File: src/rtl/hold_arb_pkg.sv
package hold_arb_pkg;

  typedef enum logic [1:0] {
    OWN_CORE = 2'd0,
    OWN_COP  = 2'd1,
    OWN_EXT  = 2'd2,
    OWN_SLOT = 2'd3
  } owner_e;

  // Priority decision: external master, then unblocked coprocessor, else core.
  function automatic owner_e pick_owner(input logic ext_req,
                                        input logic cop_req,
                                        input logic blocked);
    if (ext_req)
      return OWN_EXT;
    else if (cop_req && !blocked)
      return OWN_COP;
    else
      return OWN_CORE;
  endfunction

  function automatic logic owner_is_core(input owner_e own);
    return (own == OWN_CORE) || (own == OWN_SLOT);
  endfunction

endpackage

File: src/rtl/hold_flag_reg.sv
module hold_flag_reg #(
  parameter bit RST_VAL = 1'b0
) (
  input  logic clk,
  input  logic rst_n,
  input  logic wr_en,
  input  logic wr_val,
  output logic flag_q
);

  always_ff @(posedge clk or negedge rst_n) begin
    if (!rst_n)
      flag_q <= RST_VAL;
    else if (wr_en)
      flag_q <= wr_val;
  end

endmodule

File: src/rtl/core_slot_timer.sv
module core_slot_timer #(
  parameter int SLOT_CYC = 1
) (
  input  logic clk,
  input  logic rst_n,
  input  logic load,
  output logic expired
);

  localparam int CW = (SLOT_CYC < 2) ? 1 : $clog2(SLOT_CYC + 1);
  localparam logic [CW-1:0] LOAD_VAL = CW'(SLOT_CYC - 1);

  logic [CW-1:0] cnt_q;

  always_ff @(posedge clk or negedge rst_n) begin
    if (!rst_n)
      cnt_q <= '0;
    else if (load)
      cnt_q <= LOAD_VAL;
    else if (cnt_q != '0)
      cnt_q <= cnt_q - 1'b1;
  end

  assign expired = (cnt_q == '0);

endmodule

File: src/rtl/owner_fsm.sv
module owner_fsm
  import hold_arb_pkg::*;
(
  input  logic   clk,
  input  logic   rst_n,
  input  logic   ext_req,
  input  logic   cop_req,
  input  logic   cop_done,
  input  logic   blocked,
  input  logic   slot_expired,
  output logic   slot_load,
  output owner_e owner
);

  owner_e owner_d;

  assign slot_load = (owner == OWN_COP) && cop_done;

  always_comb begin
    owner_d = owner;
    unique case (owner)
      OWN_COP:  owner_d = cop_done ? OWN_SLOT : OWN_COP;
      OWN_SLOT: owner_d = slot_expired ? pick_owner(ext_req, cop_req, blocked)
                                       : OWN_SLOT;
      default:  owner_d = pick_owner(ext_req, cop_req, blocked);
    endcase
  end

  always_ff @(posedge clk or negedge rst_n) begin
    if (!rst_n)
      owner <= OWN_CORE;
    else
      owner <= owner_d;
  end

endmodule

File: src/rtl/hold_arbiter.sv
module hold_arbiter
  import hold_arb_pkg::*;
#(
  parameter int CORE_SLOT_CYC = 1,
  parameter bit FLAG_RST      = 1'b0
) (
  input  logic clk,
  input  logic rst_n,
  input  logic ext_hold_req,
  input  logic cop_hold_req,
  input  logic cop_xact_done,
  input  logic hold_flag_wr,
  input  logic hold_flag_val,
  output logic gnt_core,
  output logic gnt_cop,
  output logic gnt_ext,
  output logic hold_flag,
  output logic cop_parked
);

  owner_e owner;
  logic   slot_load;
  logic   slot_expired;
  logic   in_slot;

  hold_flag_reg #(.RST_VAL(FLAG_RST)) u_flag (
    .clk    (clk),
    .rst_n  (rst_n),
    .wr_en  (hold_flag_wr),
    .wr_val (hold_flag_val),
    .flag_q (hold_flag)
  );

  core_slot_timer #(.SLOT_CYC(CORE_SLOT_CYC)) u_slot (
    .clk     (clk),
    .rst_n   (rst_n),
    .load    (slot_load),
    .expired (slot_expired)
  );

  owner_fsm u_fsm (
    .clk          (clk),
    .rst_n        (rst_n),
    .ext_req      (ext_hold_req),
    .cop_req      (cop_hold_req),
    .cop_done     (cop_xact_done),
    .blocked      (hold_flag),
    .slot_expired (slot_expired),
    .slot_load    (slot_load),
    .owner        (owner)
  );

  assign in_slot    = (owner == OWN_SLOT);
  assign gnt_core   = owner_is_core(owner);
  assign gnt_cop    = (owner == OWN_COP);
  assign gnt_ext    = (owner == OWN_EXT);
  assign cop_parked = cop_hold_req && hold_flag && !gnt_cop;

endmodule

File: config.mk
export PLATFORM = sky130hd
export DESIGN_NAME = hold_arbiter
export DESIGN_NICKNAME = d
export VERILOG_FILES = /design/src/rtl/hold_arb_pkg.sv /design/src/rtl/hold_flag_reg.sv /design/src/rtl/core_slot_timer.sv /design/src/rtl/owner_fsm.sv /design/src/rtl/hold_arbiter.sv
export SDC_FILE = /design/constraint.sdc
export NUM_CORES = 1
export LEC_CHECK = 0
export ABC_AREA = 0
export BUFFER_PORTS_ARGS = -buffer_cell sky130_fd_sc_hd__buf_2
export CAP_MARGIN = 0
export CORE_AREA = 2 2 39 41
export CTS_CLUSTER_DIAMETER = 100
export DETAILED_ROUTE_END_ITERATION = 8
export DIE_AREA = 0 0 41 43
export GPL_TIMING_DRIVEN = 0
export PLACE_DENSITY = 0.45
export SETUP_SLACK_MARGIN = 0.2
export SLEW_MARGIN = 20
export SYNTH_ARGS = -nofsm -noshare
export SYNTH_HDL_FRONTEND = slang
export SYNTH_SLANG_ARGS = --single-unit
File: constraint.sdc
create_clock -name clk -period 1.1 [get_ports clk]
set_clock_uncertainty 0.15 [all_clocks]
set_input_delay 0.055 -clock clk [delete_from_list [all_inputs] [get_ports clk]]
set_output_delay 0.055 -clock clk [all_outputs]
set_load 0.01 [all_outputs]
==> flow_summary.json, run 1 <==
{
  "synth_seq_area_share_pct": 44.1,
  "synth_top_area_share_pct": 44.1,
  "cts_hold_buf": 1,
  "hold_start": "cop_hold_req",
  "drive_gt1_share_pct": 79.4,
  "setup_ws_ns": -0.201,
  "cp_max_fo": 3,
  "num_vias": 174,
  "placed_area_sq_um": 268,
  "routed_wl_um": 454,
  "stdcell_area_sq_um": 369,
  "syn_area_sq_um": 170,
  "cts_root_buf": "clkbuf_4",
  "wl_per_cell_um": 9.08,
  "drt_iter0_drc": 0,
  "ys_ff_latch": 3,
  "timing.rr.end": "u_fsm.owner[1]",
  "p_per_area_mw_per_mm2": 1370,
  "die_area_sq_mm": 0.00176,
  "cts_made_buffers": 3,
  "synthToLayoutAreaGrowth_pct": 117,
  "critical_path.cell_chain": "buf_4 > ha_2 > nand2b_4 > a22o_1",
  "crit_type": "register to register",
  "htreeDepth": 1,
  "cts.clk_slew.worst_paths_ns": 0.04,
  "mostFrequentLayoutCells": "buf_2 (8), buf_6 (5), clkbuf_4 (3)",
  "grt_max_degree": 5,
  "cp_slowest_cell": "dfrtp_2",
  "crit_buf_inv": 1,
  "status": "finished, violations left",
  "viasPerCell": 3.48,
  "holdPathStages": 2,
  "min_to": "u_fsm.owner[0]",
  "clkSinkCount": 3,
  "ys_types": 9,
  "cts_buffer_depth": 2,
  "max_freq_mhz": 768,
  "grt_pass1_vias": 185,
  "place_congestion": 0.598,
  "synth_area_per_cell_sq_um": 11.3,
  "hold_ws_ns": -0.108,
  "cp_data_required_time_ns": 1.07,
  "cap_violations": 0,
  "rsz0062_at_grt": "yes",
  "diodes": 0,
  "overflow": 0,
  "finalHoldViolations": 3,
  "fin_crit_sh_pct": 118,
  "p_leak_nw": 0.181,
  "setup_tns_ns": -0.814,
  "grt_pass1_wl_um": 738,
  "post-route-util_pct": 26.7,
  "dp_cells": 42,
  "num_rows": 14,
  "fp.dieH_um": 43,
  "ant_nets": 0,
  "r2r_slack_ns": -0.20,
  "start_util_pct": 12.3,
  "finalNetCount": 45,
  "antenna_found_initial": 0,
  "grt_usage_pct": 6.84,
  "slew_headroom_pct": 88.7,
  "core_area_sq_mm": 0.00138,
  "max_stage_delay_ns": 0.43,
  "drtPass1Iterations": 1,
  "rr_startpoint": "u_fsm.owner[1]",
  "synthTopCellsByArea": "dfrtp_1 (44%), ha_1 (22%), mux2_4 (8.8%), a21o_2 (5.1%), a22o_1 (5.1%)",
  "violations": "hold timing, setup timing",
  "cts_tree": "yes",
  "pin_count": 12,
  "period_minus_slack_ns": 1.30,
  "clock_latency_ns": 0.24,
  "syn_inst": 15,
  "preCtsSetupSlack_ns": -0.0520,
  "synth_nets": 25,
  "mostFrequentLayoutCell": "buf_2",
  "numPortBuffers": 11,
  "cp-end-kind": "register",
  "cp.arrival_ns": 1.27,
  "die_w_um": 41,
  "irDropWorstVdd_mv": 0.570,
  "worst_setup_path_start_kind": "register",
  "worstMarginPinSlew_ns": 0.170,
  "reg2regPathDepth": 4,
  "hold_class": "primary input to register",
  "cp_top_family": "flip-flops",
  "ys.warnings.count": 0,
  "yosysTopAreaCell": "dfrtp_1",
  "stdcell_count": 50,
  "setup_viol": 6,
  "remaining_drc_errors": 0,
  "timing.final.max_slew_violations": 0
}
-- cell type report --
cell class | count | area [sq um]
multi-input cells | 10 | 125
well taps | 16 | 20.0
repair buffers | 15 | 114
clock buffers | 4 | 26.3
flip-flops and latches | 3 | 76.3
fillers | 155 | 1010
inverters | 2 | 7.51
-- per-stage QoR --
| stage | total power, mW | hold slack [ns] |
|---|---|---|
| floorplan | 0.206 | -0.391 |
| global placement | 0.244 | -0.295 |
| detailed placement | 0.243 | -0.296 |
| CTS | 0.475 | -0.116 |
| global route | 0.544 | -0.103 |
| finish | 0.507 | -0.108 |
-- how the worst max path moves through the flow --
stage,endpoint,cells after the start,startpoint,slack (ns)
after global routing,u_fsm.owner[1],4,u_fsm.owner[1],-0.23
after detailed placement,u_fsm.owner[1],3,u_fsm.owner[0],-0.05
after floorplan,u_fsm.owner[1],3,u_fsm.owner[0],-0.02
after global placement,u_fsm.owner[1],3,u_fsm.owner[0],-0.06
after CTS,gnt_core,3,u_fsm.owner[0],-0.21
final,u_fsm.owner[1],4,u_fsm.owner[1],-0.20
-- sequential cells by signal (all words and copies together) (netlist names) --
register	cells
u_fsm.owner	2
u_flag.flag_q	1
-- repair_timing --
action	CTS	global route
pin swaps	3	1
endpoints found under the setup margin	8	8
hold endpoints to repair	6	3
resized for setup	3	7
setup buffers	2	1
-- cell families (layout without fill, tap and decap cells) --
logic type / Yosys count / after routing / synth area share [%]
buffers and inverters: 2 / 21 / 4.41
AOI/OAI and AO/OA: 2 / 2 / 10.3
and+or+nand+nor: 4 / 4 / 10.3
adders and majority gates: 3 / 3 / 22.1
DFF: 3 / 3 / 44.1
muxes: 1 / 1 / 8.82
-- power by group --
part           leakage [nW]  switching (mW)  internal (mW)
registers            0.0354          0.0173          0.125
clock network        0.0150          0.0612          0.136
logic                 0.131          0.0614          0.106
-- synth_stat cells --
cell type / instances
nand2_1: 1
dfrtp_1: 3
nand2b_1: 1
mux2_4: 1
ha_1: 3
inv_1: 2
a22o_1: 1
nor2_1: 2
a21o_2: 1
-- per-layer routing --
layer | part of all wire [%] | vias to the layer above | GRT usage [%]
met5 | 0 | - | 0
met3 | 14 | 0 | 6.28
li1 | - | 85 | -
met4 | 0 | 0 | 4.00
met1 | 43 | 76 | 7.44
met2 | 43 | 13 | 8.44
No activity file was read; power rests on OpenSTA's default activity.
==> run 2, diff against run 1 <==
--- a/config.mk
+++ b/config.mk
@@ -13,9 +13,10 @@
 export DETAILED_ROUTE_END_ITERATION = 8
 export DIE_AREA = 0 0 41 43
 export GPL_TIMING_DRIVEN = 0
-export PLACE_DENSITY = 0.45
-export SETUP_SLACK_MARGIN = 0.2
+export PLACE_DENSITY = 0.46
+export SETUP_SLACK_MARGIN = 0.15
 export SLEW_MARGIN = 20
 export SYNTH_ARGS = -nofsm -noshare
 export SYNTH_HDL_FRONTEND = slang
+export SYNTH_HIERARCHICAL = 1
 export SYNTH_SLANG_ARGS = --single-unit
==> run 2 against run 1 <==
  * The run still ends with hold timing, setup timing left
  * Non-clock buffer count increased by 3
  * Worst setup slack got worse by 0.045 ns
  * Power decreased by 0.26%
  * Die area unchanged
  * Fmax decreased by 3.4%
  * Critical path type is now register to output port
==> flow_summary.json, run 2 <==
{
  "fin_crit_sh_pct": 122,
  "cts_made_buffers": 3,
  "p_per_area_mw_per_mm2": 1410,
  "drive_gt1_share_pct": 62.2,
  "synthToLayoutAreaGrowth_pct": 97.9,
  "power.total_uw": 505,
  "ys.warnings.count": 6,
  "irDropWorstVdd_mv": 0.525,
  "core_area_sq_mm": 0.00138,
  "violations": "hold timing, setup timing",
  "grt_pass1_wl_um": 828,
  "cp-end-kind": "output port",
  "finalHoldViolations": 2,
  "drtPass1Iterations": 2,
  "status": "finished, violations left",
  "r2r_slack_ns": -0.09,
  "top_regs": "u_fsm/owner x2, u_flag/flag_q x1",
  "mostFrequentLayoutCell": "buf_2",
  "p_sw_uw": 135,
  "pin_count": 12,
  "wl_per_cell_um": 8.17,
  "fp.dieH_um": 43,
  "hold_start": "hold_flag_val",
  "p_leak_nw": 0.188,
  "cp_max_fo": 2,
  "nFillCells": 152,
  "cap_violations": 0,
  "diodes": 0,
  "synth_area_per_cell_sq_um": 11.3,
  "hold_ws_ns": -0.0939,
  "viasPerCell": 3.53,
  "dp_cells": 43,
  "numPortBuffers": 11,
  "routed_wl_um": 433,
  "timing.final.max_slew_violations": 0,
  "cp_data_required_time_ns": 0.89,
  "cts_tree": "yes",
  "die_w_um": 41,
  "start_util_pct": 13.1,
  "crit_type": "register to output port",
  "syn_area_sq_um": 181,
  "rr_startpoint": "u_fsm/owner[1]",
  "multi_input_area_sq_um": 91.3,
  "antenna_found_initial": 0,
  "grt_usage_pct": 7.45,
  "setup_ws_ns": -0.247,
  "period_minus_slack_ns": 1.35,
  "num_rows": 14,
  "overflow": 0,
  "p_sw_share_pct": 26.7,
  "stdcell_count": 53,
  "grt_pass1_vias": 208,
  "worst_setup_path_start_kind": "register",
  "clockPowerShare_pct": 37.1,
  "cts_buffer_depth": 2,
  "syn_inst": 16,
  "stdcell_area_sq_um": 359,
  "synth_nets": 25,
  "placed_area_sq_um": 260,
  "min_to": "u_flag/flag_q",
  "largest_reg_flops": 2,
  "grt_max_degree": 5,
  "clock_latency_ns": 0.23,
  "p_seq_share_pct": 27.5,
  "reg2regPathDepth": 3,
  "cp.arrival_ns": 1.14,
  "remaining_drc_errors": 0,
  "timing.rr.end": "u_fsm/owner[1]",
  "internal_power_uw": 370,
  "hold_class": "primary input to register",
  "drt_iter0_drc": 1,
  "place_congestion": 0.562,
  "mostFrequentLayoutCells": "buf_2 (8), buf_6 (4), buf_4 (4)",
  "ant_nets": 0,
  "cts_hold_buf": 2,
  "setup_viol": 6,
  "top_register": "u_fsm/owner",
  "regArea_sq_um": 75.1,
  "finalNetCount": 47,
  "cts_root_buf": "clkbuf_4",
  "preCtsSetupSlack_ns": -0.0598,
  "htreeDepth": 1,
  "clkSinkCount": 3,
  "power_frac_comb_pct": 35.3,
  "holdPathStages": 2,
  "cts.clk_slew.worst_paths_ns": 0.04,
  "max_freq_mhz": 743,
  "rsz0062_at_grt": "yes",
  "die_area_sq_mm": 0.00176,
  "num_vias": 187
}
run 2: cell type report:
class                           instances  share of cell area (%)
Clock buffer                            4                    7.32
Multi-Input combinational cell          9                    25.4
Sequential cell                         3                    20.9
Timing Repair Buffer                   17                    35.5
Tap cell                               16                    5.57
Buffer                                  1                    2.09
Inverter                                3                    3.14
run 2: worst max path at each step:
stage                            end  slack [ns]           start
after floorplan           cop_parked        0.03  u_fsm/owner[1]
after global placement    cop_parked       -0.05  u_fsm/owner[1]
after detailed placement  cop_parked       -0.06  u_fsm/owner[1]
after CTS                 cop_parked       -0.26  u_fsm/owner[1]
after global routing      cop_parked       -0.32  u_fsm/owner[0]
final                     cop_parked       -0.25  u_fsm/owner[1]
run 2: stage by stage:
| step | TNS (ns) | utilization (%) |
|---|---|---|
| after global routing | -1.16 | 25.9 |
| after detailed placement | -0.0598 | 18.8 |
| after floorplan | 0 | - |
| after global placement | -0.0530 | 18.8 |
| after CTS | -0.901 | 25.7 |
| final | -0.855 | 25.9 |
run 2: repair_timing:
item,4_1_cts,5_1_grt
buffers inserted,4,0
resized for setup,3,1
endpoints found under the hold margin,5,5
gates cloned,0,0
setup endpoints to repair,7,8
pin swaps,2,0
run 2: critical path, stage by stage, from the launching register on:
cell and delay (ns):
dfrtp_1 0.37, inv_1 0.06, ha_2 0.17, and3b_2 0.21, buf_6 0.12
run 2: power by group through the flow:
stage	clock network (mW)	logic, mW	registers (mW)
after floorplan	0	0.0750	0.144
after global placement	0	0.117	0.147
after detailed placement	0	0.119	0.146
after CTS	0.200	0.177	0.139
after global routing	0.221	0.201	0.141
final	0.188	0.179	0.139
run 2: metal layers:
metal  GRT usage (%)  routed length (um)
met4            4.00                   0
met5               0                   0
met1            7.79                 171
met2            10.9                 197
met3            4.71                  64
==> run 3, diff against run 2 <==
--- a/config.mk
+++ b/config.mk
@@ -5,15 +5,14 @@
 export SDC_FILE = /design/constraint.sdc
 export NUM_CORES = 1
 export LEC_CHECK = 0
-export ABC_AREA = 0
-export BUFFER_PORTS_ARGS = -buffer_cell sky130_fd_sc_hd__buf_2
 export CAP_MARGIN = 0
 export CORE_AREA = 2 2 39 41
 export CTS_CLUSTER_DIAMETER = 100
 export DETAILED_ROUTE_END_ITERATION = 8
 export DIE_AREA = 0 0 41 43
+export DONT_BUFFER_PORTS = 1
 export GPL_TIMING_DRIVEN = 0
-export PLACE_DENSITY = 0.46
+export PLACE_DENSITY = 0.38
 export SETUP_SLACK_MARGIN = 0.15
 export SLEW_MARGIN = 20
 export SYNTH_ARGS = -nofsm -noshare
==> constraint.sdc (replaced) <==
create_clock -name clk -period 1.5 [get_ports clk]
set_clock_uncertainty 0.15 [all_clocks]
set_input_delay 0.075 -clock clk [delete_from_list [all_inputs] [get_ports clk]]
set_output_delay 0.075 -clock clk [all_outputs]
set_load 0.01 [all_outputs]
==> run 3 against run 2 <==
  * The flow now finishes without violations
  * Non-clock buffer count shrank 8
  * Worst hold slack gained 0.28 ns
  * Register-to-register slack gained 0.42 ns
  * Clock power shrank 23%
  * Die area is the same
  * Worst setup slack gained 0.42 ns
  * Global-route usage shrank 0.73 points
  * Critical path type unchanged
  * Critical endpoint unchanged
  * Largest cell class unchanged
  * Highest routed layer unchanged
==> flow_summary.json, run 3 (same netlist as run 2, synthesis figures left out) <==
{
  "status": "finished clean",
  "grt_pass1_wl_um": 696,
  "grt_pass1_vias": 191,
  "synthToLayoutAreaGrowth_pct": 74.5,
  "cts_tree": "yes",
  "finalNetCount": 39,
  "wl_per_cell_um": 11.1,
  "mostFrequentLayoutCell": "dlygate4sd3_1",
  "worst_setup_path_start_kind": "register",
  "timing.final.max_slew_violations": 0,
  "critical_path.cell_chain": "inv_1 > ha_2 > and3b_2",
  "clock_latency_ns": 0.24,
  "mostFrequentLayoutCells": "dlygate4sd3_1 (7), inv_1 (3), clkbuf_4 (3), buf_4 (3), dfrtp_1 (3)",
  "cts_root_buf": "clkbuf_4",
  "overflow": 0,
  "p_leak_nw": 0.148,
  "cp_data_required_time_ns": 1.27,
  "setup_viol": 0,
  "rsz0062_at_grt": "yes",
  "finalHoldViolations": 0,
  "die_w_um": 41,
  "antenna_found_initial": 0,
  "remaining_drc_errors": 0,
  "post-route-util_pct": 22.9,
  "routed_wl_um": 499,
  "ant_nets": 0,
  "top_regs": "u_fsm/owner x2, u_flag/flag_q x1",
  "place_congestion": 0.446,
  "max_freq_mhz": 752,
  "cp-end-kind": "output port",
  "diodes": 0,
  "p_per_area_mw_per_mm2": 1100,
  "grt_max_degree": 5,
  "fp.dieH_um": 43,
  "period_minus_slack_ns": 1.33,
  "hpwl_um": 350,
  "num_vias": 164,
  "irDropWorstVdd_mv": 0.418,
  "die_area_sq_mm": 0.00176,
  "cap_violations": 0,
  "hold_class": "primary input to output port",
  "htreeDepth": 1,
  "pin_count": 12,
  "start_util_pct": 13.1,
  "cts_made_buffers": 3,
  "cts_buffer_depth": 2,
  "fin_crit_sh_pct": 88.6,
  "numPortBuffers": 0,
  "drtPass1Iterations": 1,
  "top_register": "u_fsm/owner",
  "clkSinkCount": 3,
  "drt_iter0_drc": 0,
  "cp.arrival_ns": 1.10,
  "crit_type": "register to output port",
  "num_rows": 14,
  "cts.clk_slew.worst_paths_ns": 0.04,
  "setup_tns_ns": 0,
  "largest_reg_flops": 2,
  "cp_slowest_cell": "dfrtp_1",
  "drive_gt1_share_pct": 34.5,
  "core_area_sq_mm": 0.00138,
  "cp_max_fo": 2,
  "nFillCells": 160,
  "grt_usage_pct": 6.72,
  "viasPerCell": 3.64,
  "max_stage_delay_ns": 0.37
}
## run 3: path summary, 6_finish.rpt
check | from | end | slack, ns | depth (start not counted)
max | u_fsm/owner[1] | cop_parked | 0.17 | 3
min | cop_hold_req | cop_parked | 0.19 | 1
max reg2reg | u_fsm/owner[0] | u_fsm/owner[0] | 0.33 | 3
min reg2reg | u_fsm/owner[1] | u_fsm/owner[1] | 0.51 | 2
max in group asynchronous | rst_n | u_fsm/owner[1] | 0.56 | 2
min in group asynchronous | rst_n | u_flag/flag_q | 0.48 | 2
## run 3: power by group
part	switching [mW]	total, mW	internal [mW]
clock network	0.0455	0.145	0.0999
logic	0.0423	0.0970	0.0547
registers	0.0115	0.105	0.0932
total	0.0993	0.347	0.248
## run 3: per-stage QoR
| step | std cells | setup slack, ns | hold slack (ns) | power [mW] | instance area (sq um) |
|---|---|---|---|---|---|
| 2_1_floorplan | 16 | 0.378 | -0.371 | 0.160 | 181 |
| 3_3_place_gp | 32 | 0.350 | -0.370 | 0.166 | 201 |
| 3_5_place_dp | 32 | 0.320 | -0.370 | 0.172 | 201 |
| 4_1_cts | 45 | 0.156 | 0.188 | 0.361 | 317 |
| 5_1_grt | 45 | 0.130 | 0.198 | 0.373 | 317 |
| 6_report | 45 | 0.171 | 0.187 | 0.347 | 317 |
## run 3: metal layers
| layer | wire, um | track usage (%) |
|---|---|---|
| met1 | 174 | 4.81 |
| met2 | 263 | 11.6 |
| met3 | 60 | 4.71 |
| met4 | 0 | 4.00 |
| met5 | 0 | 0 |
## run 3: worst max-delay path, delay by kind of cell (launching register included)
kind / cells / cell delay, ns
adders and majority gates: 1 / 0.20
buffers and inverters: 1 / 0.06
DFF: 1 / 0.37
and+or+nand+nor: 1 / 0.23
## run 3: repair_timing
action | in CTS | in global routing
endpoints found under the hold margin | 6 | 0
gates resized for setup | 2 | 0
pin swaps | 0 | 1
buffers inserted | 2 | 0
hold buffers | 7 | 0
setup endpoints to repair | 1 | 1
## run 3: cell type report
type                    count  area, sq um  share of cell area, %
plain buffers               1         7.51                   2.37
clock buffers               4         26.3                   8.30
inverters                   3         11.3                   3.56
multi-input cells           9         91.3                   28.9
flip-flops and latches      3         75.1                   23.7
well taps                  16         20.0                   6.32
repair buffers              9         85.1                   26.9
